## src/rtl/sync_rx_pkg.sv

```systemverilog
package sync_rx_pkg;

    localparam int ADDR_W = 2;

    typedef enum logic [ADDR_W-1:0] {
        REG_DATA = 2'd0,
        REG_STAT = 2'd1,
        REG_CTRL = 2'd2,
        REG_DIV  = 2'd3
    } reg_addr_e;

    typedef struct packed {
        logic ext_clk;
        logic irq_en;
        logic rx_on;
    } ctrl_t;

    typedef struct packed {
        logic overrun;
        logic full;
    } stat_t;

    function automatic logic is_write(input logic wr, input logic [ADDR_W-1:0] a,
                                      input reg_addr_e target);
        return wr && (reg_addr_e'(a) == target);
    endfunction

endpackage

```

## src/rtl/sync_rx_clkgen.sv

```systemverilog
module sync_rx_clkgen #(
    parameter int DIV_W = 8
) (
    input  logic             clk,
    input  logic             rst,
    input  logic             run_int,
    input  logic             run_ext,
    input  logic [DIV_W-1:0] div_n,
    input  logic             ext_sclk,
    output logic             sclk_out,
    output logic             rise
);
    logic [DIV_W-1:0] cnt_q;
    logic             sclk_q;
    logic [2:0]       sync_q;
    logic             int_rise;
    logic             ext_rise;

    always_ff @(posedge clk) begin
        if (rst || !run_int) begin
            cnt_q  <= '0;
            sclk_q <= 1'b0;
        end else if (cnt_q == div_n) begin
            cnt_q  <= '0;
            sclk_q <= ~sclk_q;
        end else begin
            cnt_q  <= cnt_q + 1'b1;
        end
    end

    always_ff @(posedge clk) begin
        if (rst) sync_q <= '0;
        else     sync_q <= {sync_q[1:0], ext_sclk};
    end

    always_comb begin
        int_rise = run_int && (cnt_q == div_n) && !sclk_q;
        ext_rise = run_ext && sync_q[1] && !sync_q[2];
        rise     = int_rise || ext_rise;
        sclk_out = sclk_q;
    end

endmodule

```

## src/rtl/sync_rx_shifter.sv

```systemverilog
module sync_rx_shifter #(
    parameter int DATA_W = 8
) (
    input  logic              clk,
    input  logic              rst,
    input  logic              active,
    input  logic              rise,
    input  logic              sdata,
    output logic              done,
    output logic [DATA_W-1:0] char_out
);
    localparam int CNT_W = $clog2(DATA_W);
    localparam logic [CNT_W-1:0] LAST = CNT_W'(DATA_W - 1);

    logic [CNT_W-1:0]  bitcnt_q;
    logic [DATA_W-2:0] shreg_q;
    logic [DATA_W-1:0] nxt;

    assign nxt      = {sdata, shreg_q};
    assign char_out = nxt;
    assign done     = active && rise && (bitcnt_q == LAST);

    always_ff @(posedge clk) begin
        if (rst || !active) begin
            bitcnt_q <= '0;
            shreg_q  <= '0;
        end else if (rise) begin
            shreg_q  <= nxt[DATA_W-1:1];
            bitcnt_q <= (bitcnt_q == LAST) ? '0 : bitcnt_q + 1'b1;
        end
    end

endmodule

```

## src/rtl/sync_rx_regs.sv

```systemverilog
module sync_rx_regs
    import sync_rx_pkg::*;
#(
    parameter int DATA_W = 8,
    parameter int DIV_W  = 8
) (
    input  logic              clk,
    input  logic              rst,
    input  logic              wr_en,
    input  logic              rd_en,
    input  logic [ADDR_W-1:0] addr,
    input  logic [DATA_W-1:0] wdata,
    input  logic              done,
    input  logic [DATA_W-1:0] char_in,
    output logic [DATA_W-1:0] rdata,
    output ctrl_t             ctrl_q,
    output stat_t             stat_q,
    output logic [DIV_W-1:0]  div_q,
    output logic [DATA_W-1:0] data_q
);
    logic full_set, full_clr, ovr_set, ovr_clr, stat_wr;

    always_comb begin
        stat_wr  = is_write(wr_en, addr, REG_STAT);
        full_set = done && !stat_q.full;
        full_clr = (rd_en && reg_addr_e'(addr) == REG_DATA) || (stat_wr && !wdata[0]);
        ovr_set  = done && stat_q.full;
        ovr_clr  = stat_wr && !wdata[1];
    end

    always_ff @(posedge clk) begin
        if (rst) begin
            ctrl_q <= '0;
            div_q  <= '0;
            stat_q <= '0;
            data_q <= '0;
        end else begin
            if (is_write(wr_en, addr, REG_CTRL)) ctrl_q <= ctrl_t'(wdata[2:0]);
            if (is_write(wr_en, addr, REG_DIV))  div_q  <= wdata[DIV_W-1:0];
            if (full_set) begin
                data_q      <= char_in;
                stat_q.full <= 1'b1;
            end else if (full_clr) begin
                stat_q.full <= 1'b0;
            end
            if (ovr_set)      stat_q.overrun <= 1'b1;
            else if (ovr_clr) stat_q.overrun <= 1'b0;
        end
    end

    always_comb begin
        rdata = '0;
        unique case (reg_addr_e'(addr))
            REG_DATA: rdata = data_q;
            REG_STAT: rdata[1:0] = stat_q;
            REG_CTRL: rdata[2:0] = ctrl_q;
            REG_DIV:  rdata[DIV_W-1:0] = div_q;
            default:  rdata = '0;
        endcase
    end

endmodule

```

## src/rtl/sync_rx_chan.sv

```systemverilog
module sync_rx_chan
    import sync_rx_pkg::*;
#(
    parameter int DATA_W = 8,
    parameter int DIV_W  = 8
) (
    input  logic              clk,
    input  logic              rst,
    input  logic              wr_en,
    input  logic              rd_en,
    input  logic [1:0]        addr,
    input  logic [DATA_W-1:0] wdata,
    output logic [DATA_W-1:0] rdata,
    input  logic              ext_sclk,
    input  logic              sdata,
    output logic              sclk_out,
    output logic              irq_rx_full,
    output logic              irq_rx_err,
    output logic              tx_inhibit
);
    ctrl_t             ctrl_q;
    stat_t             stat_q;
    logic [DIV_W-1:0]  div_q;
    logic [DATA_W-1:0] data_q;
    logic [DATA_W-1:0] char_w;
    logic              char_done;
    logic              bit_rise;
    logic              run;

    assign run = ctrl_q.rx_on && !stat_q.overrun;

    sync_rx_clkgen #(.DIV_W(DIV_W)) u_clk (
        .clk      (clk),
        .rst      (rst),
        .run_int  (run && !ctrl_q.ext_clk),
        .run_ext  (run && ctrl_q.ext_clk),
        .div_n    (div_q),
        .ext_sclk (ext_sclk),
        .sclk_out (sclk_out),
        .rise     (bit_rise)
    );

    sync_rx_shifter #(.DATA_W(DATA_W)) u_shift (
        .clk      (clk),
        .rst      (rst),
        .active   (run),
        .rise     (bit_rise),
        .sdata    (sdata),
        .done     (char_done),
        .char_out (char_w)
    );

    sync_rx_regs #(.DATA_W(DATA_W), .DIV_W(DIV_W)) u_regs (
        .clk     (clk),
        .rst     (rst),
        .wr_en   (wr_en),
        .rd_en   (rd_en),
        .addr    (addr),
        .wdata   (wdata),
        .done    (char_done),
        .char_in (char_w),
        .rdata   (rdata),
        .ctrl_q  (ctrl_q),
        .stat_q  (stat_q),
        .div_q   (div_q),
        .data_q  (data_q)
    );

    assign irq_rx_full = ctrl_q.irq_en && stat_q.full;
    assign irq_rx_err  = ctrl_q.irq_en && stat_q.overrun;
    assign tx_inhibit  = stat_q.overrun;

endmodule

```

## config.mk

```make
export PLATFORM = sky130hd
export DESIGN_NAME = sync_rx_chan
export DESIGN_NICKNAME = d
export VERILOG_FILES = /design/src/rtl/sync_rx_pkg.sv /design/src/rtl/sync_rx_clkgen.sv /design/src/rtl/sync_rx_shifter.sv /design/src/rtl/sync_rx_regs.sv /design/src/rtl/sync_rx_chan.sv
export SDC_FILE = /design/constraint.sdc
export NUM_CORES = 1
export LEC_CHECK = 0
export BUFFER_PORTS_ARGS = -buffer_cell sky130_fd_sc_hd__buf_2
export CAP_MARGIN = 20
export CORE_AREA = 2 2 79 81
export DETAILED_ROUTE_END_ITERATION = 7
export DIE_AREA = 0 0 81 83
export PLACE_DENSITY = 0.51
export SYNTH_ARGS = -nofsm -noshare
export SYNTH_HDL_FRONTEND = slang
export SYNTH_SLANG_ARGS = --single-unit
```

## constraint.sdc

```tcl
create_clock -name clk -period 2 [get_ports clk]
set_clock_uncertainty 0.2 [all_clocks]
set_input_delay 0.2 -clock clk [delete_from_list [all_inputs] [get_ports clk]]
set_output_delay 0.2 -clock clk [all_outputs]
set_load 0.01 [all_outputs]
```

==> metrics.yaml, run 1 <==
status: "complete, no violations"
synth_area_mm2: 0.00202
die_x_um: 81
min_period_over_period_pct: 93.7
dieArea_mm2: 0.00672
max_freq_mhz: 533
htree_levels: 2
core_area_mm2: 0.00582
grt.total_usage_pct: 14.5
ys_ff_latch: 43
tightest_slew_ns: 0.595
area_delta_synth_final_pct: 24.2
min_path_cells: 4
relSlewSlack_pct: 60.3
numPortBuffers: 27
holdWs_ns: 0.0559
fillers: 621
finalCriticalPeriod_ns: 1.87
syn_nets: 250
dr.pass1.iters: 4
p_per_area_mw_per_mm2: 664
root_buffer: "clkbuf_8"
ys_warn_count: 0
hold_end: "u_regs.stat_q[0]"
grt_max_degree: 34
post_cts_buffers: 0
vias_per_cell: 4.61
setup_viol_count_final: 0
grt_overflow: 0
postSynthAreaPerCell_um2: 8.96
ios: 28
gp_congestion: 0.751
endpoint_kind: "flip-flop"
crit_path_max_fanout: 9
rows: 28
dieHeight_um: 83
postRouteAntennaNets: 0
grt_pass1_vias: 1611
via_count: 1599
numClockSinks: 43
drc_errors: 0
min_path_type: "in2reg"
cts_tree: "yes"
dp_hpwl_mm: 3.21
pre_cts_slack_ns: -0.307
cts_buffers: 5
p_total_mw: 1.66
finalMaxSlewViolations: 0
hold_viol_final: 0
layout-drive-gt1-share_pct: 18.0
ir_drop_mv: 0.254
timing.rr.start: "u_shift.bitcnt_q[0]"
worst-setup-path-type: "reg2reg"
clkLatencyLatePin_ns: 0.29
critPathLaunchType: "flip-flop"
synth.area.top_cells: "dfxtp_1 43%, mux2i_1 9.9%, ha_1 5.6%"
antenna_found_initial: 0
syn_inst: 225
r2r-end: "u_regs.data_q[1]"
clockBufferDepth: 2
synth_edf_count: 0
drt_iter0_markers: 85
rsz0062_at_grt: "false"
async_flop_share_pct: 0
yosysTopAreaCellShare_pct: 42.7
r2r_cells: 6
wl_per_cell_um: 12.8
routed_wl_mm: 4.44
crit_arrival_ns: 1.84
grt_pass1_wl_mm: 7.64
synth.most_common_cell: "dfxtp_1"
drv_cap: 0
fin_nets: 297
synth_common_cells: "43 x dfxtp_1, 29 x nand2_1, 20 x mux2i_1, 19 x nor2_1, 17 x nand3_1"
power.static_leakage_nw: 1.08
yosysSeqAreaShare_pct: 42.7
synth_top_flop_cell: "dfxtp_1"
clk_pin_slew_ns: 0.08
initial_core_util_pct: 34.7
hold_start: "rd_en"
fin_ws_ns: 0.125
post-route-util_pct: 43.1
synth_top_area_cell: "dfxtp_1"
reg2reg_slack_ns: 0.13
n_antenna_cell: 0
yosysUniqueCellTypes: 29
critPathRequiredTime_ns: 1.97
[metal layers]
metal | vias to the layer above | GRT usage, % | routed length (um)
li1 | 854 | - | -
met1 | 713 | 19.0 | 2160
met2 | 26 | 22.6 | 2020
met3 | 6 | 3.59 | 179
met4 | 0 | 5.70 | 86
met5 | - | 0 | 0
[cells in the final DEF, fill, tap and decap left out, drive strengths merged, types with 9 or more instances in the layout]
| cell | n |
|---|---|
| ha | 9 |
| buf | 39 |
| dfxtp | 43 |
| dlygate4sd3 | 10 |
| nand3 | 17 |
| xnor2 | 10 |
| mux2i | 20 |
| nor2 | 19 |
| nand2b | 17 |
| a21oi | 14 |
| nand2 | 29 |
[cell type report]
class	count	area, um2	share of cell area (%)
clock buffers	6	72.6	2.90
clock inverters	1	30.0	1.20
inverters	5	18.8	0.749
multi-input cells	168	1100	44.1
flip-flops and latches	43	861	34.4
well taps	75	93.8	3.75
repair buffers	49	325	13.0
[cell families after synthesis]
logic type | count (synthesis) | share of synthesized area (%)
AO/OA/AOI/OAI | 25 | 7.69
XOR/XNOR | 15 | 6.51
adder cells (fa/ha/maj) | 9 | 5.58
buffers and inverters | 14 | 3.16
flip-flops | 43 | 42.7
multiplexers | 20 | 9.93
AND/OR/NAND/NOR | 99 | 24.4
[flip-flops by register name (all words and copies together) (netlist names)]
signal,cells
u_regs.ctrl_q,3
u_shift.shreg_q,7
u_shift.bitcnt_q,3
u_regs.div_q,8
u_regs.data_q,8
u_clk.sync_q,3
u_clk.sclk_out,1
u_clk.cnt_q,8
u_regs.stat_q,2
[how the worst max path moves through the flow]
stage	startpoint	endpoint	slack [ns]	cells after the start
after global routing	u_shift.bitcnt_q[0]	u_regs.data_q[3]	0.01	6
after global placement	u_shift.bitcnt_q[0]	u_regs.data_q[5]	-0.27	6
after floorplan	u_shift.bitcnt_q[0]	u_regs.data_q[0]	0.24	7
after detailed placement	u_shift.bitcnt_q[0]	u_regs.data_q[1]	-0.31	6
after CTS	u_shift.bitcnt_q[0]	u_regs.data_q[1]	0.02	6
final	u_shift.bitcnt_q[0]	u_regs.data_q[1]	0.13	6
[stage by stage]
| step | instance area, um2 | setup TNS [ns] | std cells |
|---|---|---|---|
| after floorplan | 2020 | 0 | 225 |
| after global placement | 2290 | -2.33 | 330 |
| after detailed placement | 2290 | -2.63 | 330 |
| after CTS | 2500 | 0 | 347 |
| after global routing | 2500 | 0 | 347 |
| final | 2500 | 0 | 347 |
[worst max-delay path, stage by stage, from the launching register on]
cell and delay [ns]:
dfxtp_1 0.36, ha_1 0.15, ha_1 0.15, or3b_1 0.38, nor3_2 0.21, a21oi_4 0.16, mux2i_1 0.15
[power breakdown]
group	leakage, nW	internal, mW	switching, mW
clock	0.0513	0.366	0.284
sequential	0.348	0.866	0.00874
combinational	0.679	0.0669	0.0723
[what timing repair did]
| action | CTS | global route |
|---|---|---|
| hold endpoints to repair | 15 | 0 |
| hold buffers | 10 | 0 |
| setup endpoints to repair | 9 | 9 |
| resized for setup | 1 | 1 |
Note: power is estimated with default switching activity, not from simulation.
==> inputs of run 2 (changes only) <==
--- a/config.mk
+++ b/config.mk
@@ -10,6 +10,7 @@
 export CORE_AREA = 2 2 79 81
 export DETAILED_ROUTE_END_ITERATION = 7
 export DIE_AREA = 0 0 81 83
+export GPL_TIMING_DRIVEN = 0
 export PLACE_DENSITY = 0.51
 export SYNTH_ARGS = -nofsm -noshare
 export SYNTH_HDL_FRONTEND = slang
==> run 2 against run 1 <==
Effect of this change: total power increased by 8.5%; worst hold slack worse by 0.035 ns; combinational power down 3%; design area fell by 0.85%; final cell count decreased by 0.86%; routed wire length rose by 1.6%; global-route usage decreased by 0.29 points; critical path type unchanged; highest routed layer unchanged.
==> metrics.yaml, run 2 (synthesis results as in run 1) <==
status: "complete, no violations"  # unchanged
initial_core_util_pct: 34.7  # unchanged
via_count: 1633  # was 1,599
finalMaxSlewViolations: 0  # unchanged
cp_slowest_cell: "or3b_4"  # was or3b_1
grt_pass1_wl_mm: 7.40  # was 7.64 mm
swShare_pct: 20.9  # was 21.9%
hold_viol_final: 0  # unchanged
setup_viol_count_final: 0  # unchanged
critical_path.startpoint: "u_shift.bitcnt_q[0]"  # unchanged
critical_path.most_common_cell: "ha_1"  # unchanged
rsz0062_at_grt: "false"  # unchanged
p_per_area_mw_per_mm2: 726  # was 664 mW/mm2
final_common_cell: "dfxtp_1"  # unchanged
endpoint_kind: "flip-flop"  # unchanged
timing.rr.start: "u_shift.bitcnt_q[0]"  # unchanged
finalCriticalPeriod_ns: 1.89  # was 1.87 ns
combPwrFrac_pct: 7.5  # was 8.4%
crit_path_end: "u_regs.data_q[3]"  # was u_regs.data_q[1]
dieHeight_um: 83  # unchanged
tns_ns: 0  # unchanged
die_x_um: 81  # unchanged
dieArea_mm2: 0.00672  # unchanged
r2r-end: "u_regs.data_q[3]"  # was u_regs.data_q[1]
p_sw_uw: 377  # was 365 uW
power.static_leakage_nw: 1.05  # was 1.08 nW
layout-drive-gt1-share_pct: 16.0  # was 18.0%
min_period_over_period_pct: 94.3  # was 93.7%
crit_path_max_fanout: 9  # unchanged
root_buffer: "clkbuf_8"  # unchanged
grt_overflow: 0  # unchanged
worst-setup-path-type: "reg2reg"  # unchanged
fillers: 609  # was 621
cts_buffers: 5  # unchanged
drv_cap: 0  # unchanged
routed_wl_mm: 4.51  # was 4.44 mm
tightest_slew_ns: 0.516  # was 0.595 ns
numClockSinks: 43  # unchanged
core_area_mm2: 0.00582  # unchanged
post-route-util_pct: 42.7  # was 43.1%
fin_nets: 293  # was 297
area_delta_synth_final_pct: 23.1  # was 24.2%
drc_errors: 0  # unchanged
cts_tree: "yes"  # unchanged
reg2reg_slack_ns: 0.11  # was 0.13 ns
min_path_type: "in2reg"  # unchanged
rows: 28  # unchanged
clkPwrFrac_pct: 44.0  # was 39.1%
n_antenna_cell: 0  # unchanged
p_seq_share_pct: 48.5  # was 52.6%
grt_pass1_vias: 1490  # was 1,611
layout_common_cells: "43 x dfxtp_1, 29 x nand2_1, 27 x buf_2"  # unchanged
gp_congestion: 0.748  # was 0.751
internal_power_mw: 1.43  # was 1.30 mW
htree_levels: 2  # unchanged
cp_top_family: "simple AND/OR/NAND/NOR gates"  # unchanged
ir_drop_mv: 0.337  # was 0.254 mV
cp.depth: 7  # was 6
vias_per_cell: 4.75  # was 4.61
r2r_cells: 7  # was 6
clockBufferDepth: 2  # unchanged
wl_per_cell_um: 13.1  # was 12.8 um
crit_chain: "ha_1 > ha_1 > or3b_4 > nor3_2 > a21oi_1 > buf_6 > mux2i_1"  # was ha_1 > ha_1 > or3b_1 > nor3_2 > a21oi_4 > mux2i_1
numPortBuffers: 27  # unchanged
drt_iter0_markers: 125  # was 85
critPathBufInv: 1  # was 0
critical_path.max_stage_delay_ns: 0.39  # was 0.38 ns
critPathRequiredTime_ns: 1.98  # was 1.97 ns
relSlewSlack_pct: 65.6  # was 60.3%
crit_arrival_ns: 1.86  # was 1.84 ns
dp_hpwl_mm: 3.34  # was 3.21 mm
critPathLaunchType: "flip-flop"  # unchanged
largest_registers: "u_clk.cnt_q: 8 flops, u_regs.data_q: 8 flops, u_regs.div_q: 8 flops"  # unchanged
clk_pin_slew_ns: 0.08  # about the same
grt.total_usage_pct: 14.2  # was 14.5%
clkLatencyLatePin_ns: 0.29  # about the same
postRouteAntennaNets: 0  # unchanged
dr.pass1.iters: 5  # was 4
holdWs_ns: 0.0210  # was 0.0559 ns
min_path_cells: 3  # was 4
ios: 28  # unchanged
antenna_found_initial: 0  # unchanged
max_freq_mhz: 530  # was 533 MHz
grt_max_degree: 14  # was 34
run 2: cell count changes in the layout (fill, tap and decap cells not counted), sizes merged:
cell / change
buf: -10
clkbuf: +6
bufinv: +1
run 2: per-stage QoR:
stage	instance area (um2)	power (mW)	setup slack (ns)	cells
3_3_place_gp	2250	1.01	0.0115	327
5_1_grt	2480	1.89	0.00440	344
3_5_place_dp	2250	1.01	0.000785	327
6_report	2480	1.80	0.113	344
4_1_cts	2480	1.83	0.0500	345
2_1_floorplan	2020	0.967	0.238	225
run 2: per-layer routing:
layer	routed length, um	vias to the layer above	global-route usage, %	part of all wire (%)
met3	179	4	3.70	4.0
li1	-	851	-	-
met2	2060	29	21.3	46
met5	0	-	0	0
met1	2230	749	19.8	49
met4	42	0	4.62	0.93
run 2: tightest hold or removal path, stage by stage:
cell	delay [ns]
buf_2	0.13
nand3_1	0.09
a21oi_1	0.05
run 2: final cells by class:
type | instances | area (um2) | share of cell area, %
clock buffers | 6 | 72.6 | 2.92
inverters | 5 | 18.8 | 0.756
clock inverters | 2 | 60.1 | 2.42
plain buffers | 8 | 42.5 | 1.71
well taps | 75 | 93.8 | 3.78
repair buffers | 37 | 235 | 9.47
multi-input cells | 168 | 1100 | 44.3
flip-flops and latches | 43 | 861 | 34.7
run 2: repair_timing:
item | in CTS | in global routing
cloned | 0 | 0
endpoints found under the hold margin | 14 | 0
setup buffers | 0 | 0
gates resized for setup | 1 | 3
hold buffers | 10 | 0
setup endpoints to repair | 1 | 11
run 2: worst min-delay path by stage:
stage	startpoint	endpoint	slack, ns
after CTS	wr_en	u_regs.ctrl_q[2]	0.02
after global placement	ext_sclk	u_clk.sync_q[0]	0.21
after detailed placement	ext_sclk	u_clk.sync_q[0]	0.22
after floorplan	ext_sclk	u_clk.sync_q[0]	0.13
after global routing	wr_en	u_regs.ctrl_q[2]	0.02
final	wr_en	u_regs.ctrl_q[2]	0.02
run 2: power groups by stage:
stage / clock (mW) / sequential [mW] / combinational (mW)
after floorplan: 0 / 0.893 / 0.0742
final: 0.794 / 0.876 / 0.135
after global placement: 0 / 0.896 / 0.118
after CTS: 0.818 / 0.876 / 0.134
after global routing: 0.862 / 0.877 / 0.150
after detailed placement: 0 / 0.896 / 0.119
==> inputs of run 3 (changes only) <==
--- a/config.mk
+++ b/config.mk
@@ -12,6 +12,7 @@
 export DIE_AREA = 0 0 81 83
 export GPL_TIMING_DRIVEN = 0
 export PLACE_DENSITY = 0.51
+export REMOVE_ABC_BUFFERS = 1
 export SYNTH_ARGS = -nofsm -noshare
 export SYNTH_HDL_FRONTEND = slang
 export SYNTH_SLANG_ARGS = --single-unit
==> run 3 against run 2 <==
Effect of this change: final cell count decreased by 2.6%; utilization decreased by 1.1 points; count of clock-buffer cells in the layout unchanged; routed wire length decreased by 6.0%; die area unchanged; flip-flop and latch count unchanged; critical path depth decreased by 1; setup slack got worse by 0.014 ns; highest routed layer unchanged; worst hold slack improved by 0.018 ns; sequential power about the same; register-to-register slack about the same.
==> metrics.yaml, run 3 (synthesis results as in run 1) <==
postRouteAntennaNets: 0  # unchanged
critPathRequiredTime_ns: 1.96  # was 1.98 ns
top_layer: "met4"  # unchanged
grt_overflow: 0  # unchanged
crit_path_max_fanout: 9  # unchanged
cp_top_family: "simple AND/OR/NAND/NOR gates"  # unchanged
endpoint_kind: "flip-flop"  # unchanged
critPathBufInv: 0  # was 1
n_antenna_cell: 0  # unchanged
dp_hpwl_mm: 3.05  # was 3.34 mm
p_per_area_mw_per_mm2: 626  # was 726 mW/mm2
regArea_um2: 861  # unchanged
tns_ns: 0  # unchanged
grt.total_usage_pct: 13.3  # was 14.2%
max_freq_mhz: 526  # was 530 MHz
post_cts_buffers: 0  # unchanged
setup_viol_count_final: 0  # unchanged
numPortBuffers: 27  # unchanged
area_delta_synth_final_pct: 19.9  # was 23.1%
antenna_found_initial: 0  # unchanged
grt_pass1_wl_mm: 7.02  # was 7.40 mm
final_common_cell: "dfxtp_1"  # unchanged
p_sw_uw: 353  # was 377 uW
relSlewSlack_pct: 60.0  # was 65.6%
fin_ws_ns: 0.0991  # was 0.113 ns
ir_drop_mv: 0.285  # was 0.337 mV
core_area_mm2: 0.00582  # unchanged
cp_slowest_cell: "or3b_4"  # unchanged
swShare_pct: 23.3  # was 20.9%
dieHeight_um: 83  # unchanged
hold_viol_final: 0  # unchanged
internal_power_mw: 1.16  # was 1.43 mW
combPwrFrac_pct: 8.8  # was 7.5%
via_count: 1602  # was 1,633
dr_wl_met3_um: 98  # was 179 um
vias_per_cell: 4.78  # was 4.75
crit_arrival_ns: 1.86  # about the same
htree_levels: 2  # unchanged
finalMaxSlewViolations: 0  # unchanged
clockBufferDepth: 2  # unchanged
clkPwrFrac_pct: 33.3  # was 44.0%
status: "complete, no violations"  # unchanged
grt_max_degree: 35  # was 14
drv_cap: 0  # unchanged
min_path_type: "in2reg"  # unchanged
clkLatencyLatePin_ns: 0.29  # about the same
routed_wl_mm: 4.24  # was 4.51 mm
root_buffer: "clkbuf_8"  # unchanged
numClockSinks: 43  # unchanged
wl_met1_mm: 2.06  # was 2.23 mm
drc_errors: 0  # unchanged
ios: 28  # unchanged
initial_core_util_pct: 34.7  # unchanged
cts_tree: "yes"  # unchanged
finalCriticalPeriod_ns: 1.90  # was 1.89 ns
drt_iter0_markers: 142  # was 125
dr.pass1.iters: 6  # was 5
p_seq_share_pct: 57.9  # was 48.5%
largest_registers: "u_clk.cnt_q: 8 flops, u_regs.data_q: 8 flops, u_regs.div_q: 8 flops"  # unchanged
rows: 28  # unchanged
multi_input_area_mm2: 0.00113  # was 0.00110 mm2
tightest_slew_ns: 0.601  # was 0.516 ns
cts_buffers: 5  # unchanged
power.static_leakage_nw: 1.00  # was 1.05 nW
wl_per_cell_um: 12.7  # was 13.1 um
fin_nets: 286  # was 293
critPathLaunchType: "flip-flop"  # unchanged
die_x_um: 81  # unchanged
layout-drive-gt1-share_pct: 16.2  # was 16.0%
gp_congestion: 0.753  # was 0.748
layout_common_cells: "43 x dfxtp_1, 29 x nand2_1, 27 x buf_2"  # unchanged
wl_met2_mm: 2.03  # was 2.06 mm
fillers: 630  # was 609
crit_chain: "ha_1 > ha_2 > or3b_4 > nor3_4 > a21oi_4 > mux2i_1"  # was ha_1 > ha_1 > or3b_4 > nor3_2 > a21oi_1 > buf_6 > mux2i_1
clk_pin_slew_ns: 0.07  # was 0.08 ns
pre_cts_slack_ns: -0.424  # was 0.000785 ns
grt_pass1_vias: 1434  # was 1,490
critical_path.max_stage_delay_ns: 0.41  # was 0.39 ns
dieArea_mm2: 0.00672  # unchanged
min_period_over_period_pct: 95.0  # was 94.3%
worst-setup-path-type: "reg2reg"  # unchanged
run 3: worst reg2reg max path, stage by stage (launching register included):
cell and delay (ns):
dfxtp_1 0.36, ha_1 0.16, ha_2 0.19, or3b_4 0.41
nor3_4 0.16, a21oi_4 0.15, mux2i_1 0.15
run 3: per-stage QoR:
stage	hold WS (ns)	total power [mW]	instances	utilization, %	instance area [um2]
floorplan	0.0691	0.958	216	-	1970
global placement	0.212	1.01	318	37.8	2200
detailed placement	0.215	1.01	319	38.0	2210
CTS	0.0276	1.54	335	41.2	2400
global route	0.0380	1.59	335	41.6	2420
finish	0.0391	1.51	335	41.6	2420
run 3: final cells by class:
class,count,area share (%)
clock buffer,6,3.00
inverter,5,0.776
multi-input combinational,168,46.7
tap,75,3.88
timing repair buffer,38,10.0
sequential,43,35.6
run 3: power groups by stage:
stage	clock, mW	sequential, mW	combinational [mW]
floorplan	0	0.893	0.0647
global placement	0	0.896	0.113
detailed placement	0	0.896	0.113
CTS	0.528	0.876	0.132
global route	0.563	0.878	0.147
finish	0.504	0.876	0.133
run 3: repair_timing:
action / 4_1_cts / 5_1_grt
hold buffers: 10 / 0
gates resized for setup: 4 / 5
setup endpoints to repair: 17 / 24
hold endpoints to repair: 15 / 0
run 3: final timing paths:
path / from / end / slack, ns / depth (start not counted)
setup / recovery: u_shift.bitcnt_q[0] / u_regs.data_q[1] / 0.1 / 6
hold / removal: rd_en / u_regs.stat_q[0] / 0.04 / 4
setup reg to reg: u_shift.bitcnt_q[0] / u_regs.data_q[1] / 0.1 / 6
hold reg to reg: u_clk.sync_q[0] / u_clk.sync_q[1] / 0.24 / 1
run 3: metal layers:
layer / global-route usage (%) / up-vias
li1: - / 828
met4: 4.62 / 0
met1: 17.9 / 747
met2: 20.7 / 23
met5: 0 / -
met3: 3.26 / 4
